`config.mk`:
```
export PLATFORM = sky130hd
export DESIGN_NAME = rail_vmon
export DESIGN_NICKNAME = d
export VERILOG_FILES = /design/src/rtl/rail_vmon.sv
export SDC_FILE = /design/constraint.sdc
export NUM_CORES = 1
export LEC_CHECK = 0
export BUFFER_PORTS_ARGS = -buffer_cell sky130_fd_sc_hd__buf_4
export CORE_ASPECT_RATIO = 0.75
export CORE_MARGIN = 8
export CORE_UTILIZATION = 25
export DETAILED_ROUTE_END_ITERATION = 8
export PLACE_DENSITY = 0.5
export SETUP_SLACK_MARGIN = 0.3
export SYNTH_ARGS = -nofsm -noshare
export SYNTH_HDL_FRONTEND = slang
export SYNTH_SLANG_ARGS = --single-unit
```
`constraint.sdc`:
```
create_clock -name clk -period 5.1 [get_ports clk]
set_input_delay 1.02 -clock clk [delete_from_list [all_inputs] [get_ports clk]]
set_output_delay 1.02 -clock clk [all_outputs]
set_load 0.005 [all_outputs]
```
`src/rtl/rail_vmon.sv`:
```
module rail_vmon #(
  parameter int DW   = 12,
  parameter int CHW  = 4,
  parameter int CNTW = 8,
  parameter int LVW  = 5,
  parameter int RUNW = 28
) (
  input  logic            clk,
  input  logic            rst_n,
  input  logic [CHW-1:0]  cfg_chan,
  input  logic            cfg_ext_pg,
  input  logic [CNTW-1:0] cfg_samples,
  input  logic [LVW-1:0]  cfg_db_level,
  input  logic [DW-1:0]   thr_on,
  input  logic [DW-1:0]   thr_off,
  input  logic [DW-1:0]   thr_uv_warn,
  input  logic [DW-1:0]   thr_uv_flt,
  input  logic [DW-1:0]   thr_ov_warn,
  input  logic [DW-1:0]   thr_ov_flt,
  input  logic            smp_valid,
  input  logic [CHW-1:0]  smp_chan,
  input  logic [DW-1:0]   smp_data,
  input  logic            ext_pg_in,
  input  logic            other_alert,
  input  logic            clear_faults,
  output logic            pg,
  output logic [3:0]      stat,
  output logic            first_alert,
  output logic            alert_n
);
  localparam int NCMP = 4;
  localparam logic [CNTW-1:0] CNT_MAX = '1;
  localparam logic [RUNW-1:0] RUN_MAX = '1;
  localparam logic [LVW-1:0]  LVL_TOP = LVW'(RUNW - 1);

  logic            apg, db, in_q, first_q;
  logic [RUNW-1:0] run;
  logic [3:0]      stat_q;
  logic [NCMP-1:0] cond, set_an;

  wire hit = smp_valid && (smp_chan == cfg_chan) && !cfg_ext_pg;

  assign cond = {smp_data > thr_ov_flt, smp_data > thr_ov_warn,
                 smp_data < thr_uv_flt, smp_data < thr_uv_warn};

  for (genvar i = 0; i < NCMP; i++) begin : g_cmp
    logic [CNTW-1:0] cnt;
    wire qual = cond[i] && apg;
    always_ff @(posedge clk or negedge rst_n)
      if (!rst_n) cnt <= '0;
      else if (hit) cnt <= qual ? ((cnt == CNT_MAX) ? cnt : cnt + CNTW'(1)) : '0;
    assign set_an[i] = hit && qual &&
                       ((CNTW+1)'(cnt) + (CNTW+1)'(1) >= (CNTW+1)'(cfg_samples));
  end

  always_ff @(posedge clk or negedge rst_n)
    if (!rst_n) apg <= 1'b0;
    else if (hit) begin
      if (!apg && smp_data >= thr_on) apg <= 1'b1;
      else if (apg && smp_data < thr_off) apg <= 1'b0;
    end

  wire [LVW-1:0]  lvl_c  = (cfg_db_level > LVL_TOP) ? LVL_TOP : cfg_db_level;
  wire [RUNW-1:0] run_nx = (ext_pg_in == in_q) ? ((run == RUN_MAX) ? run : run + RUNW'(1))
                                               : RUNW'(1);
  wire            db_nx  = (run_nx >= (RUNW'(1) << lvl_c)) ? ext_pg_in : db;

  always_ff @(posedge clk or negedge rst_n)
    if (!rst_n) begin
      in_q <= 1'b0;
      run  <= '0;
      db   <= 1'b0;
    end else begin
      in_q <= ext_pg_in;
      run  <= run_nx;
      db   <= db_nx;
    end

  wire       loss    = cfg_ext_pg && db && !db_nx;
  wire [3:0] set_all = set_an | {2'b00, loss, 1'b0};

  always_ff @(posedge clk or negedge rst_n)
    if (!rst_n) begin
      stat_q  <= '0;
      first_q <= 1'b0;
    end else if (clear_faults) begin
      stat_q  <= '0;
      first_q <= 1'b0;
    end else begin
      stat_q <= stat_q | set_all;
      if (stat_q == '0 && set_all != '0 && !other_alert) first_q <= 1'b1;
    end

  assign pg          = cfg_ext_pg ? db : apg;
  assign stat        = stat_q;
  assign first_alert = first_q;
  assign alert_n     = ~|stat_q;

  p_clear_r7: assert property (@(posedge clk) disable iff (!rst_n)
    clear_faults |=> stat == 4'b0000 && !first_alert);

  p_hold_r7: assert property (@(posedge clk) disable iff (!rst_n)
    !clear_faults |=> (stat & $past(stat)) == $past(stat));

  p_mask_r6: assert property (@(posedge clk) disable iff (!rst_n)
    (!clear_faults && !cfg_ext_pg && !pg) |=> stat == $past(stat));

  p_first_r8: assert property (@(posedge clk) disable iff (!rst_n)
    first_alert |-> !alert_n);

  p_pg_rise_r3: assert property (@(posedge clk) disable iff (!rst_n)
    $rose(apg) |-> $past(hit) && $past(smp_data) >= $past(thr_on));

  p_db_follow_r10: assert property (@(posedge clk) disable iff (!rst_n)
    db != $past(db) |-> db == $past(ext_pg_in));
endmodule

```
# Word-level counts from Yosys, hierarchy flattened
# Cells that the tools add are included.
op_classes:
  n_reduce_logical: 35
  n_eq_ne: 11
  n_addsub: 9
  magnitude_cmp: 12
  n_mux: 18
  n_shift: 1
  bitwise_logic: 2
op_table:
  columns: ["op", "count"]
  rows:
  - ["8-bit two-way mux", 8]
  - ["28-bit two-way mux", 2]
  - ["8-bit by 1-bit adder with 9-bit output, second input constant", 4]
  - ["9-bit by 8-bit greater-or-equal comparator with 1-bit output", 4]
  - ["12-bit less-than comparator", 3]
  - ["8-bit by 1-bit adder with 8-bit output, second input constant", 4]
  - ["8-bit equality test, second input constant", 4]
  - ["28-bit by 1-bit adder with 28-bit output, second input constant", 1]
  - ["28-bit equality test, second input constant", 1]
  - ["28-bit greater-or-equal comparator", 1]
  - ["1-bit by 5-bit << shifter with 28-bit output, first input constant", 1]
  - ["12-bit > comparator", 2]
  - ["1-bit logical AND", 20]
  - ["12-bit greater-or-equal comparator", 1]
  - ["2-bit AND reduction", 5]
  - ["2-bit inequality test, second input constant", 4]
  - ["1-bit two-way mux", 6]
  - ["5-bit > comparator, second input constant", 1]
  - ["1-bit zero test", 5]
  - ["5-bit two-way mux", 1]
  - ["4-bit equality test", 1]
  - ["4-bit zero test", 1]
  - ["4-bit two-way mux", 1]
  - ["4-bit by 2-bit bitwise OR with 4-bit output", 1]
  - ["other kinds (5)", 6]
totals:
  input_bits: 112
  out_inout_bits: 7
  reg_bits: 68

# Longest topological paths before layout
# Gate-level depths: netlist (run 1).
logic_depth:
  word_depth: 13
  ltp_mapped: 17
  ltp_nobuf: 15

# Worst setup path before layout (run 1)
# No wires, ideal clock.
synth_timing:
  kind: "reg-to-reg"
  start: "register run[3]"
  end: "register first_q (netlist: first_alert)"
  path_stages_with_launch: 18
  setup_ps: 144
  arrival_time_ps: 3408
  setup_slack_ps: 1548
  n_path_buf: 2
  cell_sequence: "dfrtp_1 > and4_1 > nand3_2 > or4_1 > buf_2 > and3_4 > buf_6 > nand3_1 > xor2_1 > nor2_1 > ha_1 > a21o_1 > a211o_1 > a211oi_1 > o311ai_0 > nand2_1 > o31a_1 > a41oi_2"
synth_via:
  elab_chain_cells: 12
  word_cells_on_any_way: 13
  classes_between: "add/sub (1); order compare (1); eq/ne (1); mux (3); bitwise (1); reduce/logical (6)"
synth_lines:
  columns: ["element", "line", "text"]
  rows:
  - ["start, declared", "37", "logic [RUNW-1:0] run;"]
  - ["start signal, assigned", "75", "run <= run_nx;"]
  - ["28-bit by 1-bit adder with 28-bit output / 28-bit equality test (equally long branches)", "64", "wire [RUNW-1:0] run_nx = (ext_pg_in == in_q) ? ((run == RUN_MAX) ? run : run + RUNW'(1))"]
  - ["28-bit two-way mux (*) (2 in a row)", "64", null]
  - ["net run_nx[9]", "64", null]
  - ["28-bit greater-or-equal comparator (*)", "66", "wire db_nx = (run_nx >= (RUNW'(1) << lvl_c)) ? ext_pg_in : db;"]
  - ["1-bit two-way mux (*)", "66", null]
  - ["1-bit zero test (*)", "79", "wire loss = cfg_ext_pg && db && !db_nx;"]
  - ["1-bit logical AND (*)", "79", null]
  - ["4-bit by 2-bit bitwise OR with 4-bit output (*)", "80", "wire [3:0] set_all = set_an | {2'b00, loss, 1'b0};"]
  - ["4-bit nonzero test (*)", "91", "if (stat_q == '0 && set_all != '0 && !other_alert) first_q <= 1'b1;"]
  - ["1-bit logical AND (*) (2 in a row)", "91", null]
  - ["2-bit nonzero test (no source line) (*)", null, null]
  - ["end signal, assigned", "85", "first_q <= 1'b0;"]
  - ["end signal, assigned", "88", "first_q <= 1'b0;"]
  - ["end signal, assigned", "91", null]
  - ["end, declared", "36", "logic apg, db, in_q, first_q;"]
# Mark *: on every way through the listed nets, which the timed path passes. The rest lies on a longest branch.
# A chain may end at the register's enable or synchronous reset.

# Worst setup path in the final report (run 1)
# Same ends and word-level chain as after synthesis.

==> summary.md, run 1 <==
| Metric | Value |
|---|---|
| Status | `completed` |
| Avg WL per Cell | `16.2 um` |
| Root buf cell | `clkbuf_16` |
| Post-route ant nets | `0` |
| PD cells | `slightly above 200 mW/mm^2` |
| GRT overflow | `0` |
| Crit path kind | `flop to flop` |
| Unique masters post-synth | `65` |
| Cell Chain, Critical Path | `and4_1 -> nand3_2 -> or4_1 -> and2_1 -> nand4_1 -> xor2_1 -> nor2_1 -> ha_1 -> a21oi_1 -> o21ai_0 -> a221oi_1 -> o311ai_0 -> nand2_1 -> o31a_1 -> a41oi_2` |
| Initial DRC count | `~240` |
| Filler cell count | `2,895` |
| Number of max-cap violations | `0` |
| Crit path arrival time | `between 4000 and 5000 ps` |
| First-pass GRT wire length | `33,100 um` |
| FF+latch area | `0.00170 sq mm` |
| Initial antenna violation count | `0` |
| CP Max Fanout | `6` |
| Family with the most delay on the worst path | `simple AND/OR/NAND/NOR gates` |
| IO Pins | `~120` |
| RSZ-0062 raised after global routing | `no` |
| Critical path endpoint | `first_alert` |
| Row count | `between 50 and 60` |
| Starting Density | `0.253` |
| Syn_nets | `roughly 1.0k` |
| Synth Area per Inst | `8.57 sq um` |
| Final WL | `between 20,000 and 25,000 um` |
| Port Buffer Count | `approximately 120` |
| Worst setup SP type | `flop` |
| Die W | `~210 um` |
| Resized cells post-CTS | `0` |
| Critical R2R Capture | `first_alert` |
| Endpoint type of the worst setup path | `flop` |
| Clock latency on the worst-skew pair | `340 ps` |
| Clk slew on worst S/H paths | `about 60 ps` |
| Setup crit start | `run[3]` |
| Layout cells sized above 1 | `0.165` |
| P_leak | `about 4.3 nW` |
| First-pass iteration count of the detailed router | `8` |
| TritonCTS Buffers | `9` |
| Worst reg-to-reg setup slack | `between 1000 and 1500 ps` |
| Number of global-route vias before repair | `a little over 6k` |
| Post-synth EDFFs | `0` |
| Mapped Area | `around 0.0068 sq mm` |
| Clk sinks | `between 60 and 70` |
| YS warnings | `0` |
| Dpl hpwl | `between 15,000 and 20,000 um` |
| Area Growth Syn to Fin | `23.0%` |
| Relative slew slack | `0.391` |
| Vias per cell | `4.78` |
| Final setup TNS | `0 ps` |
| Actual slew at the worst max-slew pin | `914 ps` |
| Final Instance Count excl. Fillers | `1,274` |
| R2R cell count | `15` |
| Diode count | `0` |
| Die Y-Extent | `about 160 um` |
| Synth Register Bits | `68` |
| Period utilization | `0.781` |
| Placed cells | `about 1.3k` |
| Total GRT Usage | `0.126` |
| Remaining DRCs | `0` |
| Async SR Flop Fraction | `1.00` |
| Die footprint | `about 0.033 sq mm` |
| Crit path depth | `15` |
| Final setup viols | `0` |
| CP peak stage delay | `660 ps` |
| Number of buffers and inverters on the critical path | `0` |
| Clock Tree Buf Depth | `2` |
| Reg-to-Reg Start | `run[3]` |
| Required time of the critical path | `5290 ps` |
| Hold Buf Count CTS | `0` |
| Peak supply drop | `0.125 mV` |
| Max Transition Viols Final | `0` |
| Core Area | `~0.027 sq mm` |
| Mapped Cells | `a little under 800` |
| Nets | `~1.2k` |
| Skew final | `7.41 ps` |
| # Post-CTS Setup Buffers | `0` |
| Slowest CP cell | `or4_1` |
| Max Clock Freq | `around 250 MHz` |
| Area taken by multi-input logic gates | `approximately 0.0047 sq mm` |
| Seq/Total Area, Yosys | `0.249` |
| CTS tree | `built` |
| Fin crit period | `about 4000 ps` |
| H-tree depth | `3` |
| Tightest Hold Check Type | `flop to flop` |
| Vias | `about 6k` |
| Largest net degree at the start of global routing | `just under 70` |
| GPL Wtd Cong | `a little over 0.8` |
| Commonest register cell after synthesis | `dfrtp_1` |
| Hold Vio Cnt, Final | `0` |
-- worst min-delay path by stage --
stage	cells after the start	start	end	slack, ps
floorplan	1	db	db	480
global placement	1	db	db	520
detailed placement	1	g_cmp[1].cnt[1]	g_cmp[1].cnt[1]	530
CTS	1	db	db	540
global route	1	g_cmp[1].cnt[1]	g_cmp[1].cnt[1]	560
finish	2	stat[2]	stat[2]	540
-- worst register-to-register path: stages (launching register included) --
cell      delay (ps)
dfrtp_1          410
and4_1           290
nand3_2          120
or4_1            660
and2_1           300
nand4_1          140
xor2_1           160
nor2_1            80
ha_1             310
a21oi_1          140
o21ai_0          100
a221oi_1         500
o311ai_0         230
nand2_1          120
o31a_1           170
a41oi_2          110
-- synthesized netlist by cell type, drive strengths merged (3+ instances only) --
| cell type | n | area, sq um |
|---|---|---|
| ha | 134 | 1680 |
| inv | 91 | 342 |
| nand2 | 77 | 292 |
| dfrtp | 68 | 1700 |
| a21oi | 53 | 265 |
| nor2 | 47 | 176 |
| nand3 | 37 | 190 |
| o21ai | 35 | 175 |
| xor2 | 29 | 254 |
| nand4 | 22 | 138 |
| and3 | 19 | 129 |
| xnor2 | 18 | 158 |
| a21o | 17 | 128 |
| nor3 | 15 | 75.1 |
| a32o | 12 | 120 |
| nor2b | 10 | 62.6 |
| nand2b | 8 | 57.6 |
| clkbuf | 7 | 26.3 |
| and4 | 6 | 52.6 |
| nor3b | 6 | 45.0 |
| o211ai | 6 | 45.0 |
| a2111oi | 5 | 87.6 |
| and2 | 5 | 31.3 |
| buf | 5 | 42.5 |
| mux2i | 5 | 50.1 |
| a211o | 4 | 35.0 |
| a211oi | 4 | 30.0 |
| o22ai | 4 | 25.0 |
| a21boi | 3 | 22.5 |
| o21a | 3 | 22.5 |
| o21bai | 3 | 22.5 |
| o311ai | 3 | 26.3 |
| or3 | 3 | 18.8 |
-- final cells by class --
| class | instances | area share |
|---|---|---|
| clock inverter | 6 | 0.00477 |
| timing repair buffer | 123 | 0.110 |
| multi-input combinational | 625 | 0.562 |
| clock buffer | 10 | 0.0273 |
| inverter | 91 | 0.0407 |
| tap | 351 | 0.0523 |
| sequential | 68 | 0.203 |
-- per-layer routing --
layer / GRT usage / wire length [um]
met1: 0.193 / 11500
met5: 0 / 0
met3: 0.0228 / 1120
met4: 0.0292 / 259
met2: 0.176 / 7790
-- registers in the layout, indices dropped and copies added, names as in the netlist --
register     count
g_cmp.cnt       32
run             28
stat             4
apg              1
db               1
first_alert      1
in_q             1
-- metrics by stage --
stage                     total power [mW]  instance area (sq um)  hold WS, ps  setup slack, ps   util
after floorplan                      0.950                   6830          481             1550      -
after global placement                1.18                   8130          518             1170  0.302
after detailed placement              1.18                   8130          527             1110  0.302
after CTS                             1.76                   8400          540             1090  0.312
after global routing                  1.86                   8400          559              803  0.312
final                                 1.74                   8400          541             1110  0.312
-- cells by family (layout without fill, tap and decap cells) --
kind of cell	Yosys count	after routing	share of synthesized area
and+or+nand+nor	266	266	0.199
AOI/OAI and AO/OA	171	171	0.175
adders and majority gates	134	134	0.246
buffers and inverters	103	230	0.0601
DFF	68	68	0.249
xor gates and xnor gates	47	47	0.0603
muxes	7	7	0.0106
-- placed cells by master, fill, tap and decap left out, types with 4 or more instances in the layout --
master,instances
a211o_1,4
a211oi_1,4
a21o_1,17
a21oi_1,53
a32o_1,12
and2_1,4
and3_1,17
and4_1,6
buf_4,123
clkbuf_16,9
dfrtp_1,68
ha_1,134
inv_1,91
mux2i_1,5
nand2_1,76
nand2b_1,7
nand3_1,36
nand4_1,22
nor2_1,47
nor2b_1,10
nor3_1,15
nor3b_1,6
o211ai_1,6
o21ai_0,34
o22ai_1,4
xnor2_1,18
xor2_1,28
-- where the power goes --
part | total, mW | internal [mW] | switching (mW)
Sequential | 0.627 | 0.581 | 0.0464
Clock | 0.571 | 0.329 | 0.243
Combinational | 0.539 | 0.247 | 0.292
(Power assumes the default switching activity.)
==> run 2, diff against run 1 <==
clock period = 3.9 ns   (was 5.1 ns; I/O delays follow)
==> run 2 against run 1 <==
Compared with the run above:
- clock power grew 53%
- critical path type unchanged
- final cell count rose by 2.1%
- register-to-register slack got worse by 700 ps
- combinational power increased by 36%
- largest cell class unchanged
- sequential share of layout area is 0.83 points lower
- first-iteration DRC count rose by 10%
- critical endpoint unchanged
- final area up 4.4%
- clock skew grew 3.5 ps
==> summary.md, run 2 (synthesis gave the netlist of run 1 again) <==
| Metric | Value |
|---|---|
| IO Pins | `119 (unchanged)` |
| Number of global-route vias before repair | `6,168 (+0.85%)` |
| Endpoint type of the worst setup path | `flop` |
| Initial DRC count | `265 (+10%)` |
| GRT overflow | `0 (unchanged)` |
| Max Clock Freq | `287 MHz (+14%)` |
| First-pass GRT wire length | `33,300 um (+0.79%)` |
| Die footprint | `0.0329 sq mm (unchanged)` |
| Top reg by flops | `g_cmp.cnt` |
| P_leak | `4.42 nW (+3.7%)` |
| Fin crit period | `3490 ps (-498 ps)` |
| GPL Wtd Cong | `0.816 (+1.3%)` |
| Diode count | `0 (unchanged)` |
| Starting Density | `0.253 (unchanged)` |
| Peak supply drop | `0.207 mV (+65%)` |
| Row count | `52 (unchanged)` |
| Clk sinks | `68 (unchanged)` |
| Final setup TNS | `0 ps (unchanged)` |
| Setup crit start | `run[11]` |
| Status | `completed` |
| Clk slew on worst S/H paths | `70 ps (about the same)` |
| Max reg flops | `32 (unchanged)` |
| Max Transition Viols Final | `0 (unchanged)` |
| Actual slew at the worst max-slew pin | `928 ps (+14.0 ps)` |
| Commonest non-fill, non-tap cell in the layout | `buf_4` |
| Tightest Hold Check Type | `flop to flop` |
| Clock Tree Buf Depth | `2 (unchanged)` |
| Avg WL per Cell | `16.2 um (about the same)` |
| Worst hold path startpoint | `g_cmp[1].cnt[7]` |
| Clock latency on the worst-skew pair | `350 ps (about the same)` |
| Port Buffer Count | `118 (unchanged)` |
| Required time of the critical path | `4100 ps (-1190 ps)` |
| RSZ-0062 raised after global routing | `yes` |
| Commonest non-fill, non-tap cells in the layout | `148 x buf_4, 132 x ha_1, 91 x inv_1` |
| First-pass iteration count of the detailed router | `5 (-3)` |
| Remaining DRCs | `0 (unchanged)` |
| H-tree depth | `3 (unchanged)` |
| Initial antenna violation count | `0 (unchanged)` |
| Hold Vio Cnt, Final | `0 (unchanged)` |
| Dpl hpwl | `17,200 um (-0.38%)` |
| Largest net degree at the start of global routing | `69 (unchanged)` |
| Nets | `1,191 (+2.3%)` |
| Vias | `6,132 (+0.59%)` |
| TritonCTS Buffers | `9 (unchanged)` |
| Relative slew slack | `0.381 (-0.00935)` |
| Reg-to-Reg Start | `run[11]` |
| Worst setup SP type | `flop` |
| Vias per cell | `4.71 (-1.5%)` |
| Crit path kind | `flop to flop` |
| Post-route ant nets | `0 (unchanged)` |
| PD cells | `278 mW/mm^2 (+34%)` |
| CP Max Fanout | `5 (-1)` |
| Crit path arrival time | `3690 ps (-480 ps)` |
| CTS tree | `built` |
| Die Y-Extent | `159 um (unchanged)` |
| Layout cells sized above 1 | `0.213 (+0.0480)` |
| Skew final | `10.9 ps (+3.45 ps)` |
| Root buf cell | `clkbuf_16` |
| Number of max-cap violations | `0 (unchanged)` |
| Final setup viols | `0 (unchanged)` |
| Total GRT Usage | `0.127 (+0.000989)` |
| Die W | `207 um (unchanged)` |
| Hold Slack | `541 ps (+0.275 ps)` |
| Final WL | `21,100 um (+2.2%)` |
| Area Growth Syn to Fin | `28.4%` |
| Core Area | `0.0269 sq mm (unchanged)` |
| Period utilization | `0.894 (+0.113)` |
-- run 2: repair_timing --
action,in CTS,in global routing
endpoints found under the setup margin,3,3
buffers inserted,3,11
resized for setup,8,25
pin swaps,0,32
hold buffers,0,0
-- run 2: per-stage QoR --
stage | cell area [sq um] | instances | total power [mW] | utilization | setup WS (ps)
after global placement | 8220 | 1271 | 1.55 | 0.305 | 168
final | 8760 | 1301 | 2.43 | 0.325 | 412
after global routing | 8760 | 1301 | 2.60 | 0.325 | 222
after CTS | 8580 | 1290 | 2.45 | 0.318 | 312
after detailed placement | 8220 | 1271 | 1.56 | 0.305 | 103
after floorplan | 6830 | 796 | 1.24 | - | 348
-- run 2: final cells by class --
class                      count  area [sq um]
tap                          351           439
inverter                      91           342
fill                        2844         18200
multi-input combinational    625          4830
sequential                    68          1700
timing repair buffer         150          1130
clock inverter                 5          58.8
clock buffer                  11           253
-- run 2: final timing paths --
| kind | endpoint | slack (ps) | cells past startpoint |
|---|---|---|---|
| max reg2reg | first_alert | 410 | 15 |
| max in group asynchronous | run[7] | 2670 | 1 |
| min in group asynchronous | g_cmp[2].cnt[1] | 550 | 1 |
| max | first_alert | 410 | 15 |
| min | g_cmp[1].cnt[7] | 540 | 1 |
| min reg2reg | g_cmp[1].cnt[7] | 540 | 1 |
-- run 2: report_power, final --
part / internal, mW / switching, mW
Clock: 0.532 / 0.342
Combinational: 0.346 / 0.389
Sequential: 0.759 / 0.0635
-- run 2: critical path, stage by stage (launching register included) --
cell      delay (ps)
dfrtp_1          400
and4_4           240
nand4_1          130
or4_4            570
and3_4           190
nand3_2           70
xor2_1           160
nor2_1            90
ha_1             320
a21o_1           160
a211o_1          300
a211oi_2         230
o311ai_1         120
nand2_1          100
o31a_1           170
a41oi_2           90
-- run 2: per-layer routing --
layer,vias to the layer above,global-route usage,share of wire
met1,2790,0.187,0.53
met4,0,0.0237,0.0075
li1,3173,-,-
met5,-,0,0
met3,13,0.0293,0.065
met2,156,0.185,0.40
==> run 3, diff against run 2 <==
clock period = 4.3 ns   (was 3.9 ns; I/O delays follow)
==> run 3 against run 2 <==
Compared with the run above:
- register-to-register slack improved by 100 ps
- die area did not move
- via count fell by 1.9%
- final area fell by 3.6%
- global-route usage fell by 0.30 points
- utilization fell by 1.2 points
- worst setup slack improved by 100 ps
- critical path type unchanged
==> summary.md, run 3 (synthesis gave the netlist of run 1 again) <==
| Metric | Value |
|---|---|
| CTS tree | `built` |
| Vias | `6,015 (-1.9%)` |
| P_leak | `4.29 nW (-3.0%)` |
| TritonCTS Buffers | `9 (unchanged)` |
| Vias per cell | `4.72 (about the same)` |
| Period utilization | `0.880 (-0.0138)` |
| H-tree depth | `3 (unchanged)` |
| Nets | `1,165 (-2.2%)` |
| Layout cells sized above 1 | `0.171 (-0.0416)` |
| Clock Tree Buf Depth | `2 (unchanged)` |
| Final WL | `20,500 um (-2.7%)` |
| Worst hold path startpoint | `stat[2]` |
| Starting Density | `0.253 (unchanged)` |
| Clock latency on the worst-skew pair | `340 ps (about the same)` |
| Clk sinks | `68 (unchanged)` |
| Max Clock Freq | `264 MHz (-7.9%)` |
| Core Area | `0.0269 sq mm (unchanged)` |
| Number of global-route vias before repair | `6,044 (-2.0%)` |
| FF+latch area | `0.00170 sq mm (about the same)` |
| Row count | `52 (unchanged)` |
| Relative slew slack | `0.376 (-0.00548)` |
| Tightest Hold Check Type | `flop to flop` |
| CP Max Fanout | `6 (+1)` |
| First-pass iteration count of the detailed router | `4 (-1)` |
| Area Growth Syn to Fin | `23.7%` |
| Skew final | `5.28 ps (-5.59 ps)` |
| Final setup viols | `0 (unchanged)` |
| Remaining DRCs | `0 (unchanged)` |
| Filler cell count | `2,888 (+1.5%)` |
| Max reg flops | `32 (unchanged)` |
| Initial DRC count | `299 (+13%)` |
| Clk slew on worst S/H paths | `60 ps (about the same)` |
| Placed Area | `0.00813 sq mm (-1.1%)` |
| Endpoint type of the worst setup path | `flop` |
| Die Y-Extent | `159 um (unchanged)` |
| Dpl hpwl | `16,900 um (-1.7%)` |
| Die W | `207 um (unchanged)` |
| Worst setup SP type | `flop` |
| Fin crit period | `3790 ps (+298 ps)` |
| Largest net degree at the start of global routing | `69 (unchanged)` |
| Crit path kind | `flop to flop` |
| IO Pins | `119 (unchanged)` |
| Die footprint | `0.0329 sq mm (unchanged)` |
| Setup crit start | `run[4]` |
| Port Buffer Count | `118 (unchanged)` |
| Post-route ant nets | `0 (unchanged)` |
| Final instance area | `0.00844 sq mm (-3.6%)` |
| Commonest non-fill, non-tap cell in the layout | `ha_1` |
| Required time of the critical path | `4490 ps (+390 ps)` |
| GRT overflow | `0 (unchanged)` |
| PD cells | `253 mW/mm^2 (-8.9%)` |
| Number of max-cap violations | `0 (unchanged)` |
| Final setup TNS | `0 ps (unchanged)` |
| Actual slew at the worst max-slew pin | `936 ps (+8.23 ps)` |
| Total GRT Usage | `0.124 (-0.00299)` |
| RSZ-0062 raised after global routing | `no` |
| Top reg by flops | `g_cmp.cnt` |
| Slowest CP cell | `or4_4` |
| Area taken by multi-input logic gates | `0.00474 sq mm (-2.0%)` |
| First-pass GRT wire length | `32,400 um (-2.8%)` |
| Avg WL per Cell | `16.1 um (-0.72%)` |
| Diode count | `0 (unchanged)` |
| CP peak stage delay | `590 ps (+20 ps)` |
| GPL Wtd Cong | `0.825 (+1.1%)` |
| Hold Vio Cnt, Final | `0 (unchanged)` |
| Cell Chain, Critical Path | `and4_2 -> nand3_2 -> or4_4 -> and3_4 -> nand3_1 -> xor2_1 -> nor2_1 -> ha_1 -> a21o_1 -> a211o_1 -> a211oi_2 -> o311ai_1 -> nand2_1 -> o31a_1 -> a41oi_2` |
| Status | `completed` |
| Crit path arrival time | `3980 ps (+290 ps)` |
| Initial antenna violation count | `1 (+1)` |
| Reg-to-Reg Start | `run[4]` |
| Root buf cell | `clkbuf_16` |
| Commonest non-fill, non-tap cells in the layout | `134 x ha_1, 124 x buf_4, 91 x inv_1` |
| Max Transition Viols Final | `0 (unchanged)` |
| Peak supply drop | `0.178 mV (-14%)` |
## run 3: worst paths after layout
path / endpoint / slack [ps] / cells after the start
min reg2reg: stat[2] / 540 / 2
min: stat[2] / 540 / 2
max reg2reg: first_alert / 510 / 15
max in group asynchronous: run[3] / 3030 / 1
min in group asynchronous: g_cmp[2].cnt[0] / 640 / 1
max: first_alert / 510 / 15
## run 3: cell type report
class / instances / share of cell area
clock buffers: 9 / 0.0267
clock inverters: 7 / 0.00786
inverters: 91 / 0.0405
multi-input cells: 625 / 0.561
flip-flops and latches: 68 / 0.202
well taps: 351 / 0.0520
repair buffers: 124 / 0.110
## run 3: timing repair
action	in CTS	in global routing
pin swaps	0	1
gates resized for setup	2	3
cloned	0	0
hold buffers	0	0
endpoints found under the setup margin	3	3
buffers inserted	0	0
## run 3: through the flow
step                      utilization  setup WS (ps)  hold WS (ps)  power, mW  std cells
after floorplan                     -            748           481       1.13        796
after global placement          0.302            256           521       1.40       1259
after CTS                       0.313            404           541       2.17       1275
after detailed placement        0.302            161           527       1.40       1259
final                           0.313            514           537       2.13       1275
after global routing            0.313            345           553       2.29       1275
## run 3: report_power, final
group / internal, mW / leakage (nW) / switching [mW]
clock network: 0.447 / 0.145 / 0.299
registers: 0.689 / 0.921 / 0.0548
logic: 0.296 / 3.22 / 0.348
## run 3: layer usage
metal	global-route usage	part of all wire	up-vias
met5	0	0	-
met4	0.0237	0.010	0
met3	0.0299	0.068	11
met2	0.175	0.39	146
met1	0.186	0.54	2737
li1	-	-	3121
## run 3: worst max-delay path: cells and delay by family, from the launching register on
family          cells  cell delay (ps)
simple gates        7             1530
compound gates      6             1250
flops               1              400
fa+ha+maj           1              300
xor+xnor            1              150
